==> config.mk <==
export PLATFORM = sky130hd
export DESIGN_NAME = irq_msg_coalescer
export DESIGN_NICKNAME = d
export VERILOG_FILES = /design/src/rtl/irqc_pkg.sv /design/src/rtl/irqc_regs.sv /design/src/rtl/irqc_timer.sv /design/src/rtl/irqc_msg.sv /design/src/rtl/irq_msg_coalescer.sv
export SDC_FILE = /design/constraint.sdc
export NUM_CORES = 1
export LEC_CHECK = 0
export BUFFER_PORTS_ARGS = -buffer_cell sky130_fd_sc_hd__buf_2
export CAP_MARGIN = 10
export CORE_MARGIN = 5
export CORE_UTILIZATION = 60
export CTS_CLUSTER_SIZE = 12
export DETAILED_ROUTE_END_ITERATION = 6
export PLACE_DENSITY = 0.91
export SYNTH_ARGS = -nofsm -noshare
export SYNTH_HDL_FRONTEND = slang
export SYNTH_SLANG_ARGS = --single-unit
==> constraint.sdc <==
create_clock -name clk -period 5 [get_ports clk]
set_clock_uncertainty 0.15 [all_clocks]
set_input_delay 1 -clock clk [delete_from_list [all_inputs] [get_ports clk]]
set_output_delay 1 -clock clk [all_outputs]
set_load 0.01 [all_outputs]
==> src/rtl/irqc_pkg.sv <==
`timescale 1ns/1ps
package irqc_pkg;
    localparam int REG_AW  = 12;
    localparam int REG_DW  = 32;
    localparam int CNT_W   = 15;
    localparam int TMR_W   = 13;
    localparam int MADDR_W = 48;
    localparam int MDATA_W = 32;
    localparam int AHI_W   = MADDR_W - 32;
    localparam int TEN_BIT = 18;

    localparam logic [REG_AW-1:0] OFS_MDATA = 12'h014;
    localparam logic [REG_AW-1:0] OFS_THR   = 12'h018;
    localparam logic [REG_AW-1:0] OFS_ALO   = 12'h050;
    localparam logic [REG_AW-1:0] OFS_AHI   = 12'h054;
    localparam logic [REG_AW-1:0] OFS_TMO   = 12'h810;

    typedef struct packed {
        logic [CNT_W-1:0]   cnt_thr;
        logic               tmr_en;
        logic [TMR_W-1:0]   tmr_thr;
        logic [MADDR_W-1:0] maddr;
        logic [MDATA_W-1:0] mdata;
    } cfg_t;

    // field extraction from a full register word
    function automatic logic [CNT_W-1:0] f_cnt_thr(input logic [REG_DW-1:0] w);
        return w[CNT_W-1:0];
    endfunction

    function automatic logic f_tmr_en(input logic [REG_DW-1:0] w);
        return w[TEN_BIT];
    endfunction

    function automatic logic [TMR_W-1:0] f_tmr_thr(input logic [REG_DW-1:0] w);
        return w[TMR_W-1:0];
    endfunction

    function automatic logic [AHI_W-1:0] f_addr_hi(input logic [REG_DW-1:0] w);
        return w[AHI_W-1:0];
    endfunction

    function automatic logic [TMR_W-1:0] sat_inc(input logic [TMR_W-1:0] v);
        return (&v) ? v : v + 1'b1;
    endfunction

    // the current tick completes the timeout window (threshold 0 acts as 1)
    function automatic logic tick_due(input logic [TMR_W-1:0] cnt,
                                      input logic [TMR_W-1:0] thr);
        return ({1'b0, cnt} + 1'b1) >= {1'b0, thr};
    endfunction
endpackage

==> src/rtl/irqc_regs.sv <==
`timescale 1ns/1ps
module irqc_regs
    import irqc_pkg::*;
(
    input  logic              clk,
    input  logic              rst,
    input  logic              wr_en,
    input  logic [REG_AW-1:0] wr_addr,
    input  logic [REG_DW-1:0] wr_data,
    output cfg_t              cfg
);
    cfg_t cfg_q;

    always_ff @(posedge clk) begin
        if (rst) begin
            cfg_q <= '0;
        end else if (wr_en) begin
            case (wr_addr)
                OFS_MDATA: cfg_q.mdata <= wr_data;
                OFS_THR: begin
                    cfg_q.cnt_thr <= f_cnt_thr(wr_data);
                    cfg_q.tmr_en  <= f_tmr_en(wr_data);
                end
                OFS_ALO: cfg_q.maddr[31:0]        <= wr_data;
                OFS_AHI: cfg_q.maddr[MADDR_W-1:32] <= f_addr_hi(wr_data);
                OFS_TMO: cfg_q.tmr_thr <= f_tmr_thr(wr_data);
                default: ;
            endcase
        end
    end

    assign cfg = cfg_q;
endmodule

==> src/rtl/irqc_timer.sv <==
`timescale 1ns/1ps
module irqc_timer
    import irqc_pkg::*;
(
    input  logic             clk,
    input  logic             rst,
    input  logic             done_valid,
    input  logic             done_irq,
    input  logic             tick,
    input  logic             tmr_en,
    input  logic [TMR_W-1:0] tmr_thr,
    input  logic             msg_busy,
    input  logic             msg_done,
    output logic             armed,
    output logic             tmo_hit
);
    logic             armed_q;
    logic             late_q;
    logic             tmo_q;
    logic [TMR_W-1:0] tcnt_q;
    logic             flag_in;

    assign flag_in = done_valid && done_irq;

    always_ff @(posedge clk) begin
        if (rst) begin
            armed_q <= 1'b0;
            late_q  <= 1'b0;
            tmo_q   <= 1'b0;
            tcnt_q  <= '0;
        end else if (msg_done) begin
            armed_q <= flag_in || late_q;
            late_q  <= 1'b0;
            tmo_q   <= 1'b0;
            tcnt_q  <= '0;
        end else begin
            if (flag_in) begin
                armed_q <= 1'b1;
            end
            if (flag_in && msg_busy) begin
                late_q <= 1'b1;
            end
            if (armed_q && tmr_en && tick) begin
                tcnt_q <= sat_inc(tcnt_q);
                if (tick_due(tcnt_q, tmr_thr)) begin
                    tmo_q <= 1'b1;
                end
            end
        end
    end

    assign armed   = armed_q;
    assign tmo_hit = tmo_q;


    no_unflagged_arm_chk: assert property (@(posedge clk) disable iff (rst)
        (!armed_q && !flag_in) |=> !armed_q);


    tmr_off_quiet_chk: assert property (@(posedge clk) disable iff (rst)
        (!tmr_en && !tmo_q) |=> !tmo_q);


    ack_clears_chk: assert property (@(posedge clk) disable iff (rst)
        (msg_done && !flag_in && !late_q) |=> (!armed_q && !tmo_q && tcnt_q == '0));
endmodule

==> src/rtl/irqc_msg.sv <==
`timescale 1ns/1ps
module irqc_msg
    import irqc_pkg::*;
(
    input  logic               clk,
    input  logic               rst,
    input  logic               armed,
    input  logic               tmo_hit,
    input  logic               tmr_en,
    input  logic [CNT_W-1:0]   pend_cnt,
    input  logic [CNT_W-1:0]   cnt_thr,
    input  logic [MADDR_W-1:0] maddr,
    input  logic [MDATA_W-1:0] mdata,
    input  logic               msg_ack,
    output logic               msg_req,
    output logic [MADDR_W-1:0] msg_addr,
    output logic [MDATA_W-1:0] msg_data,
    output logic               msg_done
);
    logic               req_q;
    logic [MADDR_W-1:0] addr_q;
    logic [MDATA_W-1:0] data_q;
    logic               nonzero;
    logic               cnt_hit;
    logic               fire;

    assign nonzero = pend_cnt != '0;
    assign cnt_hit = pend_cnt >= cnt_thr;
    assign fire    = !req_q && armed && nonzero && (cnt_hit || (tmr_en && tmo_hit));

    always_ff @(posedge clk) begin
        if (rst) begin
            req_q  <= 1'b0;
            addr_q <= '0;
            data_q <= '0;
        end else if (fire) begin
            req_q  <= 1'b1;
            addr_q <= maddr;
            data_q <= mdata;
        end else if (req_q && msg_ack) begin
            req_q <= 1'b0;
        end
    end

    assign msg_req  = req_q;
    assign msg_addr = addr_q;
    assign msg_data = data_q;
    assign msg_done = req_q && msg_ack;


    hold_req_chk: assert property (@(posedge clk) disable iff (rst)
        (req_q && !msg_ack) |=> req_q);


    stable_msg_chk: assert property (@(posedge clk) disable iff (rst)
        (req_q && !msg_ack) |=> ($stable(addr_q) && $stable(data_q)));


    no_empty_msg_chk: assert property (@(posedge clk) disable iff (rst)
        (!req_q && pend_cnt == '0) |=> !req_q);


    needs_arm_chk: assert property (@(posedge clk) disable iff (rst)
        (!req_q && !armed) |=> !req_q);


    ack_drop_chk: assert property (@(posedge clk) disable iff (rst)
        (req_q && msg_ack) |=> !req_q);
endmodule

==> src/rtl/irq_msg_coalescer.sv <==
`timescale 1ns/1ps
module irq_msg_coalescer
    import irqc_pkg::*;
(
    input  logic               clk,
    input  logic               rst,
    input  logic               reg_wr_en,
    input  logic [REG_AW-1:0]  reg_wr_addr,
    input  logic [REG_DW-1:0]  reg_wr_data,
    input  logic               done_valid,
    input  logic               done_irq,
    input  logic [CNT_W-1:0]   pend_cnt,
    input  logic               tick,
    input  logic               msg_ack,
    output logic               msg_req,
    output logic [MADDR_W-1:0] msg_addr,
    output logic [MDATA_W-1:0] msg_data
);
    cfg_t cfg;
    logic armed;
    logic tmo_hit;
    logic msg_done;

    irqc_regs u_regs (
        .clk     (clk),
        .rst     (rst),
        .wr_en   (reg_wr_en),
        .wr_addr (reg_wr_addr),
        .wr_data (reg_wr_data),
        .cfg     (cfg)
    );

    irqc_timer u_timer (
        .clk        (clk),
        .rst        (rst),
        .done_valid (done_valid),
        .done_irq   (done_irq),
        .tick       (tick),
        .tmr_en     (cfg.tmr_en),
        .tmr_thr    (cfg.tmr_thr),
        .msg_busy   (msg_req),
        .msg_done   (msg_done),
        .armed      (armed),
        .tmo_hit    (tmo_hit)
    );

    irqc_msg u_msg (
        .clk      (clk),
        .rst      (rst),
        .armed    (armed),
        .tmo_hit  (tmo_hit),
        .tmr_en   (cfg.tmr_en),
        .pend_cnt (pend_cnt),
        .cnt_thr  (cfg.cnt_thr),
        .maddr    (cfg.maddr),
        .mdata    (cfg.mdata),
        .msg_ack  (msg_ack),
        .msg_req  (msg_req),
        .msg_addr (msg_addr),
        .msg_data (msg_data),
        .msg_done (msg_done)
    );
endmodule

## After elaboration in Yosys (flattened, before gate mapping)

Cells that the tools add are included.

- Output and inout bits: 81
- Logic and storage cells: 51
- Input bits: 66
- Memory bits (writable): 0
- Bits in latches: 0
- Memories: 0
- Bits in read-only memories: 0
- Register bits after elaboration: 206

- Magnitude comparators: 2
- Divide/modulo/power cells: 0
- Reductions and logical operators: 24
- Eq/ne operators: 5
- Multipliers: 0
- Bitwise logic cells: 1
- Multiplexer cells: 4
- Shifts and indexed selects: 0
- $add $sub $neg: 2

Operators by type and width:

| cell | count |
|---|---|
| 12-bit by 5-bit == test with 1-bit output, second input constant | 2 |
| 12-bit by 7-bit == test with 1-bit output, second input constant | 2 |
| 15-bit greater-or-equal comparator | 1 |
| 15-bit nonzero test | 1 |
| 13-bit by 1-bit adder with 14-bit output, second input constant | 1 |
| 14-bit by 13-bit greater-or-equal comparator with 1-bit output | 1 |
| 2-bit AND reduction | 7 |
| 13-bit by 1-bit adder with 13-bit output, second input constant | 1 |
| 13-bit AND reduction | 1 |
| 12-bit == test, second input constant | 1 |
| 1-bit logical AND | 9 |
| 1-bit 2-to-1 mux | 4 |
| 2-bit nonzero test | 2 |
| 1-bit logical OR | 2 |
| 2-bit OR reduction | 1 |
| 1-bit logical NOT | 1 |
| 1-bit NOT | 1 |

## Logic depth before layout (Yosys ltp)

- Depth after elaboration: 5
- Gate-level depth with buffers: 12
- Gate-level depth less buffers: 11

## Hierarchy

From an unflattened synthesis, not the netlist that was laid out.

- Cells, all modules: 968
- Area, all modules: 9,825.7 sq um

By module, submodules not included:

| module | area each (sq um) | cells an instance | instances | seq. area each (sq um) |
|---|---|---|---|---|
| irqc_regs | 4,468.0 | 401 | 1 | 2,182.1 |
| irqc_msg | 4,097.7 | 410 | 1 | 1,621.6 |
| irqc_timer | 1,260.0 | 157 | 1 | 320.3 |

## Worst setup path after synthesis

No wires, ideal clock.

- Kind: input-to-reg
- Start point: in pend_cnt[13]
- End point: reg u_msg.data_q[31], in the netlist u_msg.msg_data[31]
- Library setup time: 0.128 ns
- Path slack: 2.138 ns
- Data required time: 4.722 ns
- Data arrival time: 2.585 ns
- Path buffers: 2
- Stages: 9
- Path through: ha_1 -> nand4_1 -> o41ai_1 -> a21oi_1 -> a31oi_1 -> buf_2 -> buf_4 -> mux2i_1 -> nor2_1

- Word-level cells in the longest chain between the ends: 3
- Elaborated cells on any way between the ends: 5
- Those cells by class: order compare: 1; reduce/logical: 4

RTL lines:

| item | RTL line | text |
|---|---|---|
| from (decl) | irq_msg_coalescer.sv:12 | `input logic [CNT_W-1:0] pend_cnt,` |
| 15-bit greater-or-equal comparator / 15-bit nonzero test (equally long branches) | irqc_msg.sv:28, irqc_msg.sv:27 |  |
| 1-bit logical OR / 1-bit logical AND (equally long branches) | irqc_msg.sv:29 | `assign fire = !req_q && armed && nonzero && (cnt_hit \|\| (tmr_en && tmo_hit));` |
| 1-bit logical AND * | irqc_msg.sv:29 |  |
| to (signal assigned) | irqc_msg.sv:39 | `data_q <= mdata;` |
| to (decl) | irqc_msg.sv:22 | `logic [MDATA_W-1:0] data_q;` |

Mark *: on every way between the ends. The rest lies on a longest branch, timed or not.
A chain may end at the register's enable or synchronous reset.

## Worst setup path in the final report

- Start point: in pend_cnt[13]
- End point: reg u_msg.addr_q[9], in the netlist u_msg.msg_addr[9]

- Word-level cells in the longest chain between the ends: 3
- Elaborated cells on any way between the ends: 5
- Those cells by class: order compare: 1; reduce/logical: 4

RTL lines:

| item | RTL line | text |
|---|---|---|
| 15-bit greater-or-equal comparator / 15-bit nonzero test (equally long branches) | irqc_msg.sv:28, irqc_msg.sv:27 |  |
| 1-bit logical OR / 1-bit logical AND (equally long branches) | irqc_msg.sv:29 |  |
| 1-bit logical AND * | irqc_msg.sv:29 |  |
| to (signal assigned) | irqc_msg.sv:38 | `addr_q <= maddr;` |
| to (decl) | irqc_msg.sv:21 | `logic [MADDR_W-1:0] addr_q;` |

Marked as above.

==> run metrics <==
Worst Tran Pin Value approximately 1.1 ns; RSZ-0062 raised after global routing no; WL/cell 16.49 um; final hold violations 0; Hold Crit Depth 2; Ports 147; synth unique cells 38; initial antenna violation count 1; total die area about 16000 um2; critical path depth 9; Hold-fix buffers, CTS 0; commonest non-fill, non-tap cell in the layout dfxtp_1; Syn Nets slightly above 1000; Main synth FF type dfxtp_1; CTS Buf Count 21; worst-case clock buffer depth 3; most frequent cells in the layout dfxtp_1, nand2_1, buf_2; critical path's slowest cell buf_12; drt drc 0; gr usage total 0.2446; Async S/R FF share, synth 0; Post-DRT Antenna Nets 0; Seq/Total Area, Yosys 0.4998; CP bufs+invs 2; post-synthesis average cell area a little under 9 um2; H-tree levels 1; CTS resizes 0; max incr delay on CP between 0.3 and 0.4 ns; Fmax around 350 MHz; Final setup viols 0; Slew Viols, Final 0; Mapped Cells between 900 and 1000; global-route wire length before repair 32400 um; largest net degree at the start of global routing ~140; required time of the critical path between 5 and 6 ns; minimum clock period after layout ~2.9 ns; die width approximately 130 um; R2R depth 11; Core ar. between 10000 and 15000 um2; vias in the first global route between 6000 and 7000; PortBufs about 150; TritonCTS clock tree done; Clk Latency, worst-skew pair 0.48 ns; diode count 0; Yosys warning total 0; Clk pin slew, worst setup/hold paths roughly 0.06 ns; synthesized cell area just over 8000 um2; CP Max Fanout 63; DR pass1 iterations 5; Nets about 1200; placed inst area slightly above 9000 um2; max cap viols 0; Post-Route WL 20460 um; clock root cell clkbuf_16; initial drt markers about 470; leak pwr approximately 3.9 nW; Die Y 127.3 um; routability congestion estimate 0.8777; family with the most delay on the worst path compound AO/OA/AOI/OAI gates; CTS Sinks 206; worst min path class flop to flop; row count 42; Via density approximately 5.6; Starting Density 0.6182; critical path type input port to flop; post-layout instance area between 9000 and 10000 um2; total grt overflow 0; Final period util 0.5771; setup TNS 0 ns; EDFF count, synth 0; via count 6891; crit start category input port; Arrival @ worst endpoint ~3 ns; Area Overhead vs Synth 16.74%; # fillers roughly 990; post-detail-place hpwl ~14000 um; Yosys reg bits 206; status complete, no violations; CP cell instances buf_2 -> ha_1 -> nand4_1 -> o41ai_1 -> a21oi_1 -> a31oi_4 -> buf_12 -> mux2i_1 -> nor2_1; Crit. End Element flop; number of setup buffers added after CTS 0; slew margin rel. 0.2815; layout cells sized above 1 0.1850; Max IR drop VDD roughly 0.00024 V; P per Cell Area around 330 nW/um2
-- where the power goes --
group	internal (mW)	switching, mW	total, mW
clock	0.785	0.587	1.37
sequential	1.64	0.00111	1.64
combinational	0.0492	0.0903	0.140
-- layout make-up --
class / instances / area [um2] / share of cell area
clock inverter: 2 / 13.76 / 0.001429
tap: 176 / 220.2 / 0.02286
multi-input combinational: 647 / 3792 / 0.3937
sequential: 206 / 4124 / 0.4281
inverter: 31 / 116.4 / 0.01208
timing repair buffer: 153 / 802.0 / 0.08326
clock buffer: 26 / 564.3 / 0.05858
-- Yosys cell counts, types with 2 or more instances --
master	instances	area share
and3_1	3	0.0023
nor4_1	4	0.0030
xnor2_1	14	0.015
a21oi_1	99	0.060
a31oi_1	2	0.0015
a21oi_2	10	0.011
nor2_1	128	0.058
o21ai_0	7	0.0042
nand2b_1	2	0.0015
a211oi_1	3	0.0027
ha_1	29	0.044
nand4_1	6	0.0045
buf_2	5	0.0030
nand3b_1	4	0.0036
buf_4	9	0.0082
nand3_1	8	0.0049
nor2b_1	2	0.0015
nand2_1	199	0.091
mux2i_1	97	0.12
or3_1	2	0.0015
xor2_1	6	0.0064
clkbuf_1	36	0.016
dfxtp_1	206	0.50
nor3_1	6	0.0036
o41ai_1	2	0.0021
nor3b_4	2	0.0045
a21o_1	3	0.0027
inv_1	31	0.014
-- worst register-to-register path, cell delays in order (launching register included) --
cell and delay [ns]:
dfxtp_1 0.43, ha_1 0.24, nand3_1 0.21, nor2_1 0.19, and4_1 0.22, xor2_1 0.19, ha_1 0.28, or3_1 0.31
o21ai_0 0.09, a21oi_1 0.06, a211oi_1 0.21, nor2_1 0.07
-- stage by stage --
| stage | cells | hold WS, ns | setup slack [ns] | power, mW | utilization |
|---|---|---|---|---|---|
| final | 1241 | 0.3005 | 2.114 | 3.155 | 0.7217 |
| after global routing | 1241 | 0.3166 | 1.993 | 3.261 | 0.7217 |
| after CTS | 1241 | 0.3008 | 2.148 | 3.178 | 0.7217 |
| after detailed placement | 1213 | 0.2930 | 1.674 | 1.817 | 0.6784 |
| after global placement | 1213 | 0.2878 | 1.717 | 1.817 | 0.6784 |
| after floorplan | 935 | 0.2815 | 2.138 | 1.756 | - |
-- cell families after synthesis --
kind of cell / count (synthesis) / share of synthesized area
adder cells (fa/ha/maj): 29 / 0.04397
buffers and inverters: 82 / 0.04306
flip-flops: 206 / 0.4998
XOR/XNOR: 20 / 0.02123
AO/OA/AOI/OAI: 129 / 0.08688
AND/OR/NAND/NOR: 372 / 0.1874
multiplexers: 97 / 0.1177
-- routing by layer --
layer / routed length (um) / vias to the layer above / track usage
met5: 19 / - / 0
met3: 1753 / 60 / 0.06302
met1: 7995 / 3223 / 0.2865
met2: 9904 / 271 / 0.4240
li1: - / 3335 / -
met4: 791 / 2 / 0.1035
-- registers in the layout (all words and copies together) (netlist names) --
signal           count
u_timer.tcnt_q      13
u_msg.msg_addr      48
u_timer.late_q       1
u_msg.msg_data      32
u_regs.cfg         109
u_msg.msg_req        1
u_timer.armed        1
u_timer.tmo_hit      1
-- final timing paths --
kind	start	end	slack, ns
setup / recovery	pend_cnt[13]	u_msg.msg_addr[9]$_SDFFE_PP0P_	2.11
hold / removal	u_regs.cfg[39]$_SDFFE_PP0P_	u_regs.cfg[39]$_SDFFE_PP0P_	0.30
setup reg to reg	u_timer.tcnt_q[0]$_SDFFE_PP0P_	u_timer.tmo_hit$_SDFFE_PP0P_	2.24
hold reg to reg	u_regs.cfg[39]$_SDFFE_PP0P_	u_regs.cfg[39]$_SDFFE_PP0P_	0.30
(Power assumes the default switching activity.)
